==> src/rtl/txfs_pkg.sv <==
package txfs_pkg;

  function automatic int unsigned limit_cycles(input int unsigned clk_hz,
                                               input int unsigned limit_us);
    return (clk_hz / 1000000) * limit_us;
  endfunction

  localparam int unsigned EDGE_STROBE = 0;
  localparam int unsigned EDGE_ENABLE = 1;
  localparam int unsigned EDGE_COUNT  = 2;

endpackage

==> src/rtl/txfs_fall_det.sv <==
module txfs_fall_det (
  input  logic clk,
  input  logic rst,
  input  logic sig_in,
  output logic fall
);

  logic prev_q;

  always_ff @(posedge clk) begin
    if (rst) prev_q <= 1'b0;
    else     prev_q <= sig_in;
  end

  assign fall = prev_q & ~sig_in;

endmodule

==> src/rtl/txfs_msg_timer.sv <==
module txfs_msg_timer #(
  parameter int unsigned LIMIT = 9216,
  parameter int unsigned CW    = $clog2(LIMIT)
) (
  input  logic clk,
  input  logic rst,
  input  logic run,
  output logic hit
);

  localparam logic [CW-1:0] LAST = CW'(LIMIT - 1);

  logic [CW-1:0] cnt_q;

  always_ff @(posedge clk) begin
    if (rst || !run)      cnt_q <= '0;
    else if (cnt_q != LAST) cnt_q <= cnt_q + 1'b1;
  end

  assign hit = run && (cnt_q == LAST);

  AST_CNT_IN_RANGE: assert property (@(posedge clk) disable iff (rst)
    cnt_q <= LAST);
  AST_IDLE_CLEARS: assert property (@(posedge clk) disable iff (rst)
    !run |=> (cnt_q == '0));

endmodule

==> src/rtl/txfs_flag_ctl.sv <==
module txfs_flag_ctl (
  input  logic clk,
  input  logic rst,
  input  logic set_evt,
  input  logic clr_evt,
  input  logic en_active,
  input  logic strobe_fall,
  output logic fail_safe,
  output logic tx_abort,
  output logic tx_start
);

  logic fs_q, abort_q, start_q;

  always_ff @(posedge clk) begin
    if (rst) begin
      fs_q    <= 1'b0;
      abort_q <= 1'b0;
      start_q <= 1'b0;
    end else begin
      if (set_evt)      fs_q <= 1'b1;
      else if (clr_evt) fs_q <= 1'b0;
      abort_q <= set_evt;
      start_q <= en_active && strobe_fall && !fs_q;
    end
  end

  assign fail_safe = fs_q;
  assign tx_abort  = abort_q;
  assign tx_start  = start_q;

  AST_ABORT_ONE_SHOT: assert property (@(posedge clk) disable iff (rst)
    tx_abort |=> !tx_abort);
  AST_ABORT_WITH_FLAG: assert property (@(posedge clk) disable iff (rst)
    tx_abort |-> fail_safe);
  AST_FLAG_STICKY: assert property (@(posedge clk) disable iff (rst)
    (fail_safe && !clr_evt) |=> fail_safe);
  AST_ENABLE_CLEARS: assert property (@(posedge clk) disable iff (rst)
    (clr_evt && !set_evt) |=> !fail_safe);
  AST_NO_START_FAILED: assert property (@(posedge clk) disable iff (rst)
    fail_safe |=> !tx_start);

endmodule

==> src/rtl/txfs_watchdog.sv <==
module txfs_watchdog #(
  parameter int unsigned CLK_HZ   = 12000000,
  parameter int unsigned LIMIT_US = 768
) (
  input  logic clk,
  input  logic rst,
  input  logic enc_en_n,
  input  logic enc_strobe,
  input  logic tx_active,
  output logic tx_start,
  output logic tx_abort,
  output logic fail_safe
);
  import txfs_pkg::*;

  localparam int unsigned LIMIT = limit_cycles(CLK_HZ, LIMIT_US);
  localparam int unsigned CW    = $clog2(LIMIT);

  logic [EDGE_COUNT-1:0] edge_in;
  logic [EDGE_COUNT-1:0] edge_fall;
  logic                  timer_hit;

  assign edge_in[EDGE_STROBE] = enc_strobe;
  assign edge_in[EDGE_ENABLE] = enc_en_n;

  for (genvar g = 0; g < EDGE_COUNT; g++) begin : g_fall
    txfs_fall_det u_fall (
      .clk    (clk),
      .rst    (rst),
      .sig_in (edge_in[g]),
      .fall   (edge_fall[g])
    );
  end

  txfs_msg_timer #(.LIMIT(LIMIT), .CW(CW)) u_timer (
    .clk (clk),
    .rst (rst),
    .run (tx_active && !fail_safe),
    .hit (timer_hit)
  );

  txfs_flag_ctl u_flag (
    .clk         (clk),
    .rst         (rst),
    .set_evt     (timer_hit),
    .clr_evt     (edge_fall[EDGE_ENABLE]),
    .en_active   (!enc_en_n),
    .strobe_fall (edge_fall[EDGE_STROBE]),
    .fail_safe   (fail_safe),
    .tx_abort    (tx_abort),
    .tx_start    (tx_start)
  );

  AST_RESET_QUIET: assert property (@(posedge clk)
    rst |=> (!fail_safe && !tx_abort && !tx_start));

endmodule

==> config.mk <==
export PLATFORM = sky130hd
export DESIGN_NAME = txfs_watchdog
export DESIGN_NICKNAME = d
export VERILOG_FILES = /design/src/rtl/txfs_pkg.sv /design/src/rtl/txfs_fall_det.sv /design/src/rtl/txfs_msg_timer.sv /design/src/rtl/txfs_flag_ctl.sv /design/src/rtl/txfs_watchdog.sv
export SDC_FILE = /design/constraint.sdc
export NUM_CORES = 1
export LEC_CHECK = 0
export BUFFER_PORTS_ARGS = -buffer_cell sky130_fd_sc_hd__clkbuf_2
export CAP_MARGIN = 20
export CORE_MARGIN = 10
export CORE_UTILIZATION = 55
export DETAILED_ROUTE_END_ITERATION = 6
export PLACE_DENSITY = 0.8
export SLEW_MARGIN = 5
export SYNTH_ARGS = -nofsm -noshare
export SYNTH_HDL_FRONTEND = slang
export SYNTH_SLANG_ARGS = --single-unit
==> constraint.sdc <==
create_clock -name clk -period 2.15 [get_ports clk]
set_input_delay 0.5375 -clock clk [delete_from_list [all_inputs] [get_ports clk]]
set_output_delay 0.5375 -clock clk [all_outputs]
set_load 0.1 [all_outputs]
==> results.cfg, run 1 <==
[synth]
ys_async_sr_fraction_pct = 0
synth_edf_count = 0
synth.distinct_cells = 35
syn_nets = 101
ys.flop_type = dfxtp_1
yosysSeqAreaShare_pct = 44.4
yosysMostFrequentCell = dfxtp_1
yosys-top-cells-count = dfxtp_1, nor2_1, nand2_1
yosys_warnings = 0
synth_area_sq_um = 856
yosys.area.top_type_share_pct = 44.4
ys_seq_elements = 19
avgSynthCellArea_sq_um = 9.01
syn_inst = 95
synthTopCellsByArea = dfxtp_1, nand4_1, nor2_1
synth_top_cell_by_area = dfxtp_1

[global_routing]
gr-total-overflow = 0
antenna_found_initial = 0
first_global_vias = 708
grt_max_degree = 16
grt_pass1_wl_mm = 3.13
grt.total_usage_pct = 11.5

[hold_path]
hold_depth = 2
hp-start = rst
hold_end = g_fall[1].u_fall.prev_q
hp-class = primary input to flop

[die]
die_height_microns = 59.4
rows = 14
ios = 8
die_w_microns = 59.4
initial_core_util_pct = 57.5
coreArea_sq_mm = 0.00149
die-area_sq_mm = 0.00353

[finish]
area_growth_pct = 9.65
fin_cells = 122
nets = 113
drive_above_1_share_pct = 17.0
diodes = 0

[worst_setup_path]
end_kind = flop
crit_path_start_kind = flop
cp.arrival_ns = 1.99
reg2reg_depth = 6
required_ns = 2.40
path_max_fanout = 15
rr_startpoint = u_timer.cnt_q[0]
rr_endpoint = u_timer.cnt_q[9]
r2r_slack_ns = 0.41
worstSetupPathType = flop to flop

[clock_network]
cts_sinks = 19
cts.htree.levels = 1
clockBufferDepth = 2
cts_hold_buffers = 0
cts-root-buf = clkbuf_4
clk_pin_slew_ns = 0.11
cts_setup_buffers = 0
clock_latency_ns = 0.31
cts_buffers = 3
cts_tree = done
cts_resized = 0

[detailed_routing]
drt-wirelength-per-cell_microns = 14.6
drc = 0
wl_mm = 1.78
first_pass_iters = 6
ant_nets = 0
num_vias = 735
drtIter0Drc = 26
vias_per_cell = 6.02

[pwr]
p_int_w = 0.000435
pwr-share-seq_pct = 63.6
p_sw_share_pct = 22.8
combPwrFrac_pct = 4.1
power.density_mw_per_mm2 = 600
vdd_drop_max_uv = 442
power_leakage_nw = 0.353
power_frac_clock_pct = 32.4
p_switching_w = 0.000128

[placed_design]
gp_congestion = 0.860
port_buffers = 7
placedCellCount = 118
hpwlAfterDp_mm = 1.31

[timing]
hold_violations = 0
slew_viol_final = 0
setup_viol_count_final = 0
finalSetupTns_ns = 0
slew_headroom_pct = 63.7
worst_slew_pin_slew_ns = 0.547
min_period_ns = 1.74
skew_ns = 0.00519
rsz0062_at_grt = false
period_share_pct = 80.7
max_freq_mhz = 576

[run]
max_cap_viol_count = 0

[status]
outcome = completed
## power groups by stage
stage | logic, W | clock network (W) | registers [W]
2_1_floorplan | 0.0000113 | 0 | 0.000368
3_3_place_gp | 0.0000220 | 0 | 0.000366
3_5_place_dp | 0.0000229 | 0 | 0.000366
4_1_cts | 0.0000231 | 0.000189 | 0.000358
5_1_grt | 0.0000260 | 0.000212 | 0.000359
6_report | 0.0000229 | 0.000182 | 0.000358
## cell type report
cell class                 instances  area, sq um
fill                             129          551
clock buffer                       3         22.5
multi-input combinational         70          445
timing repair buffer               9         50.0
sequential                        19          380
inverter                           4         15.0
tap                               16         20.0
clock inverter                     1         5.00
## sequential cells by signal, summed over array words and instances (netlist names)
register / flops
u_flag.tx_start: 1
u_flag.fail_safe: 1
u_timer.cnt_q: 14
g_fall.u_fall.prev_q: 2
u_flag.tx_abort: 1
## stage by stage
stage	total power [W]	hold slack [ns]	util [%]	setup WS, ns	cell area [sq um]
after floorplan	0.000379	0.429	-	0.355	856
after global routing	0.000597	0.404	63.0	0.339	938
final	0.000563	0.426	63.0	0.414	938
after detailed placement	0.000389	0.446	61.2	0.440	911
after global placement	0.000388	0.437	61.2	0.502	911
after CTS	0.000570	0.418	63.0	0.436	938
## layout by cell type, fill, tap and decap left out, types with 2 or more instances in the layout
cell type and count:
nor2b_1 2, inv_1 4, or3_1 3, nand3_1 3, dfxtp_1 19, and2_1 4, mux2i_1 2, or4_1 2
nor3_1 2, a21oi_1 4, o21ai_0 4, nor2_1 8, nand4_1 6, xor2_1 2, a31oi_1 2, and4_1 2
buf_4 2, clkbuf_2 7, o21ai_1 2, nand2_1 7, clkbuf_4 3
## kinds of logic (layout without fill, tap and decap cells)
group | after synthesis | count (layout) | synth area share [%]
buf+inv | 6 | 17 | 3.51
flops | 19 | 19 | 44.4
fa+ha+maj | 1 | 1 | 1.46
compound gates | 17 | 17 | 12.1
simple gates | 47 | 47 | 33.0
xor+xnor | 3 | 3 | 3.07
mux | 2 | 2 | 2.34
## worst max-delay path, stage by stage, from the launching register on
cell and delay, ns:
dfxtp_1 0.34, ha_1 0.26, nand3_1 0.19, nor4_4 0.05, buf_4 0.19, or4_1 0.50, a21oi_1 0.14
## layer usage
layer | global-route usage [%] | share of wire, %
met1 | 13.1 | 43
met2 | 18.6 | 48
met3 | 2.58 | 5.0
met4 | 7.87 | 3.5
met5 | 0 | 0
## worst max path at each step
stage	startpoint	end	slack, ns	cells past startpoint
2_1_floorplan	u_flag.fail_safe	u_flag.fail_safe	0.35	4
3_3_place_gp	u_timer.cnt_q[0]	u_timer.cnt_q[9]	0.50	6
3_5_place_dp	u_timer.cnt_q[0]	u_timer.cnt_q[9]	0.44	6
4_1_cts	u_timer.cnt_q[0]	u_timer.cnt_q[9]	0.44	6
5_1_grt	u_timer.cnt_q[0]	u_timer.cnt_q[7]	0.34	6
6_report	u_timer.cnt_q[0]	u_timer.cnt_q[9]	0.41	6
Note: power is estimated with default switching activity, not from simulation.
==> run 2, diff against run 1 <==
==> constraint.sdc (replaced) <==
create_clock -name clk -period 1.6 [get_ports clk]
set_input_delay 0.4 -clock clk [delete_from_list [all_inputs] [get_ports clk]]
set_output_delay 0.4 -clock clk [all_outputs]
set_load 0.1 [all_outputs]
==> results.cfg, run 2 (synthesis results as in run 1) <==
[finish]
nets = 124
area_growth_pct = 22.4
final_common_cell = dfxtp_1
largest_reg_flops = 14
largest-register = u_timer.cnt_q
final_util_pct = 70.3
mostFrequentLayoutCells = dfxtp_1, buf_4, nor2_1
diodes = 0
final_cell_area_sq_mm = 0.00105
reg_top3 = u_timer.cnt_q x14, g_fall.u_fall.prev_q x2
drive_above_1_share_pct = 31.6

[detailed_routing]
wl_mm = 1.88
ant_nets = 0
drt-wirelength-per-cell_microns = 14.1
drtIter0Drc = 14
num_vias = 779
first_pass_iters = 4
drc = 0
vias_per_cell = 5.86

[global_routing]
grt_pass1_wl_mm = 3.26
grt.total_usage_pct = 11.9
grt_max_degree = 12
first_global_vias = 737
antenna_found_initial = 0
gr-total-overflow = 0

[worst_setup_path]
critPathLaunch = u_timer.cnt_q[11]
rr_startpoint = u_timer.cnt_q[11]
worstPathCellList = or3b_4 > nor4_4 > buf_4 > mux2i_1 > nor2_1
path_max_fanout = 5
cp_slowest_cell = or3b_4
required_ns = 1.80
crit_path_start_kind = flop
reg2reg_depth = 5
slowest_delay_ns = 0.41
rr_endpoint = u_timer.cnt_q[1]
end_kind = flop
setup.worst_path.end = u_timer.cnt_q[1]
r2r_slack_ns = -0.03
cp.arrival_ns = 1.82
worstSetupPathType = flop to flop

[timing]
fin_ws_ns = -0.0274
min_period_ns = 1.63
slew_viol_final = 0
max_freq_mhz = 614
rsz0062_at_grt = true
setup_viol_count_final = 1
worst_slew_pin_slew_ns = 0.545
skew_ns = 0.00506
slew_headroom_pct = 63.8
hold_violations = 0
period_share_pct = 102

[placed_design]
place_ws_ns = 0.0476
port_buffers = 7
placed_cell_area_sq_um = 987
hpwlAfterDp_mm = 1.42
gp_congestion = 0.833

[pwr]
vdd_drop_max_uv = 485
power_leakage_nw = 0.414
p_total_w = 0.000748
power.density_mw_per_mm2 = 715

[status]
outcome = finished, violations left
violations = negative setup slack

[clock_network]
clock_latency_ns = 0.30
cts-root-buf = clkbuf_4
clk_pin_slew_ns = 0.10
clockBufferDepth = 2
cts_sinks = 19
cts_buffers = 3
cts_tree = done
cts_hold_buffers = 0
cts.htree.levels = 1

[die]
die-area_sq_mm = 0.00353
die_height_microns = 59.4
ios = 8
rows = 14
coreArea_sq_mm = 0.00149
initial_core_util_pct = 57.5
die_w_microns = 59.4

[run]
max_cap_viol_count = 0

[hold_path]
hp-class = primary input to flop
## run 2: worst max-delay path, delay by kind of cell, from the launching register on
kind | cells | cell delay, ns
and+or+nand+nor | 3 | 0.79
muxes | 1 | 0.18
buffers and inverters | 1 | 0.21
DFF | 1 | 0.35
## run 2: final cells by class
cell class,instances,area [sq um]
Clock inverter,1,5.00
Inverter,4,15.0
Sequential cell,19,385
Multi-Input combinational cell,70,464
Timing Repair Buffer,20,135
Tap cell,16,20.0
Clock buffer,3,22.5
Fill cell,117,442
## run 2: per-layer routing
layer	track usage (%)	wire, microns	vias to the layer above
met2	20.1	958	19
met3	2.58	89	4
met5	0	0	-
met4	5.90	34	0
li1	-	-	392
met1	13.6	794	364
## run 2: worst min path at each step
stage	from	cells past startpoint	end	slack, ns
after detailed placement	g_fall[0].u_fall.prev_q	1	u_flag.tx_start	0.45
after global routing	rst	2	g_fall[0].u_fall.prev_q	0.28
final	rst	2	g_fall[1].u_fall.prev_q	0.29
after global placement	g_fall[0].u_fall.prev_q	1	u_flag.tx_start	0.45
after floorplan	g_fall[0].u_fall.prev_q	1	u_flag.tx_start	0.43
after CTS	rst	2	g_fall[1].u_fall.prev_q	0.29
## run 2: through the flow
stage	cells	hold slack [ns]	setup TNS (ns)
after floorplan	95	0.429	0
after global placement	127	0.448	0
after detailed placement	127	0.447	0
after CTS	131	0.287	0
after global routing	133	0.281	-0.557
final	133	0.290	-0.0274
## run 2: timing repair
item                       CTS  global route
gates resized for setup      0             8
setup buffers                0             2
setup endpoints to repair    0            11
## run 2: power breakdown
part / switching (W) / internal [W] / total [W]
logic: 0.0000191 / 0.0000133 / 0.0000324
registers: 0.00000326 / 0.000478 / 0.000481
clock network: 0.000142 / 0.0000932 / 0.000235
total: 0.000164 / 0.000585 / 0.000748
==> run 3, diff against run 2 <==
--- a/config.mk
+++ b/config.mk
@@ -8,9 +8,9 @@
 export BUFFER_PORTS_ARGS = -buffer_cell sky130_fd_sc_hd__clkbuf_2
 export CAP_MARGIN = 20
 export CORE_MARGIN = 10
-export CORE_UTILIZATION = 55
+export CORE_UTILIZATION = 40
 export DETAILED_ROUTE_END_ITERATION = 6
-export PLACE_DENSITY = 0.8
+export PLACE_DENSITY = 0.63
 export SLEW_MARGIN = 5
 export SYNTH_ARGS = -nofsm -noshare
 export SYNTH_HDL_FRONTEND = slang
==> results.cfg, run 3 (synthesis results as in run 1) <==
[die]
die-area_sq_mm = 0.00439
die_w_microns = 66.3
initial_core_util_pct = 42.8
ios = 8
die_height_microns = 66.3
coreArea_sq_mm = 0.00200
rows = 16

[finish]
nFillCells = 196
final_util_pct = 54.1
diodes = 0
final_cell_area_sq_mm = 0.00108
mostFrequentLayoutCells = dfxtp_1, buf_4, nor2_1, nand2_1, clkbuf_2
fin_cells = 145
nets = 125
drive_above_1_share_pct = 34.7
area_growth_pct = 26.5
reg_top3 = u_timer.cnt_q x14, g_fall.u_fall.prev_q x2
largest-register = u_timer.cnt_q
largest_reg_flops = 14

[run]
max_cap_viol_count = 0

[placed_design]
hpwlAfterDp_mm = 1.36
place_ws_ns = 0.0215
port_buffers = 7
placed_cell_area_sq_mm = 0.00101
placedCellCount = 139
gp_congestion = 0.818

[timing]
min_period_ns = 1.67
period_share_pct = 104
worst_slew_pin_slew_ns = 0.542
skew_ns = 0.00481
slew_viol_final = 0
setup_viol_count_final = 7
rsz0062_at_grt = true
hold_violations = 0
max_freq_mhz = 600
fin_ws_ns = -0.0678
finalSetupTns_ns = -0.215
slew_headroom_pct = 64.0

[detailed_routing]
vias_per_cell = 5.25
drtIter0Drc = 12
drc = 0
num_vias = 761
wl_mm = 1.75
ant_nets = 0
drt-wirelength-per-cell_microns = 12.1
first_pass_iters = 4

[status]
violations = negative setup slack
outcome = finished, violations left

[clock_network]
cts_hold_buffers = 0
cts.htree.levels = 1
cts_sinks = 19
cts-root-buf = clkbuf_4
clock_latency_ns = 0.30
clockBufferDepth = 2
clk_pin_slew_ns = 0.10
cts_buffers = 3
cts_tree = done

[hold_path]
hold_depth = 2
hp-class = primary input to flop
hold_end = g_fall[0].u_fall.prev_q
hp-start = rst

[global_routing]
grt_pass1_wl_mm = 3.19
first_global_vias = 731
grt_max_degree = 12
gr-total-overflow = 0
grt.total_usage_pct = 9.27
antenna_found_initial = 0

[worst_setup_path]
path_max_fanout = 7
r2r_slack_ns = -0.07
reg2reg_depth = 5
crit_path_start_kind = flop
rr_endpoint = u_timer.cnt_q[1]
cp.arrival_ns = 1.87
end_kind = flop
required_ns = 1.80
worstSetupPathType = flop to flop
rr_startpoint = u_timer.cnt_q[12]

[pwr]
power_leakage_nw = 0.417
power.density_mw_per_mm2 = 694
vdd_drop_max_uv = 602
run 3: worst max-delay path by stage:
stage	slack, ns	startpoint	depth (start not counted)	end
finish	-0.07	u_timer.cnt_q[12]	5	u_timer.cnt_q[1]
global route	-0.13	u_timer.cnt_q[12]	5	u_timer.cnt_q[1]
CTS	0.0007	u_timer.cnt_q[0]	6	u_timer.cnt_q[1]
detailed placement	0.02	u_timer.cnt_q[0]	6	u_timer.cnt_q[1]
global placement	0.09	u_timer.cnt_q[0]	6	u_timer.cnt_q[1]
floorplan	0.03	u_timer.cnt_q[0]	6	u_timer.cnt_q[1]
run 3: what timing repair did:
item	4_1_cts	5_1_grt
setup buffers	0	2
setup endpoints to repair	0	10
gates resized for setup	0	13
run 3: metal layers:
metal,track usage [%],share of wire (%),vias to the layer above
met5,0,0,-
met4,4.45,1.7,0
met3,3.56,5.7,4
met2,14.6,46,14
met1,10.7,46,349
li1,-,-,394
run 3: cell type report:
type	count	area, sq um	area share [%]
Sequential cell	19	390	36.1
Clock buffer	4	26.3	2.43
Tap cell	27	33.8	3.12
Multi-Input combinational cell	70	473	43.7
Timing Repair Buffer	21	144	13.3
Inverter	4	15.0	1.39
run 3: worst max-delay path, stage by stage, from the launching register on:
cell     delay, ns
dfxtp_2       0.35
or3b_4        0.42
nor4_4        0.38
buf_6         0.18
mux2i_1       0.18
nor2_1        0.05
run 3: power by group:
part | switching [W] | internal (W) | total, W
clock network | 0.000142 | 0.0000972 | 0.000239
logic | 0.0000192 | 0.0000132 | 0.0000325
registers | 0.00000321 | 0.000477 | 0.000480
total | 0.000164 | 0.000587 | 0.000752
run 3: metrics by stage:
stage	power (W)	hold WS [ns]
final	0.000752	0.302
after global routing	0.000783	0.292
after CTS	0.000763	0.290
after detailed placement	0.000524	0.454
after global placement	0.000523	0.453
after floorplan	0.000509	0.429
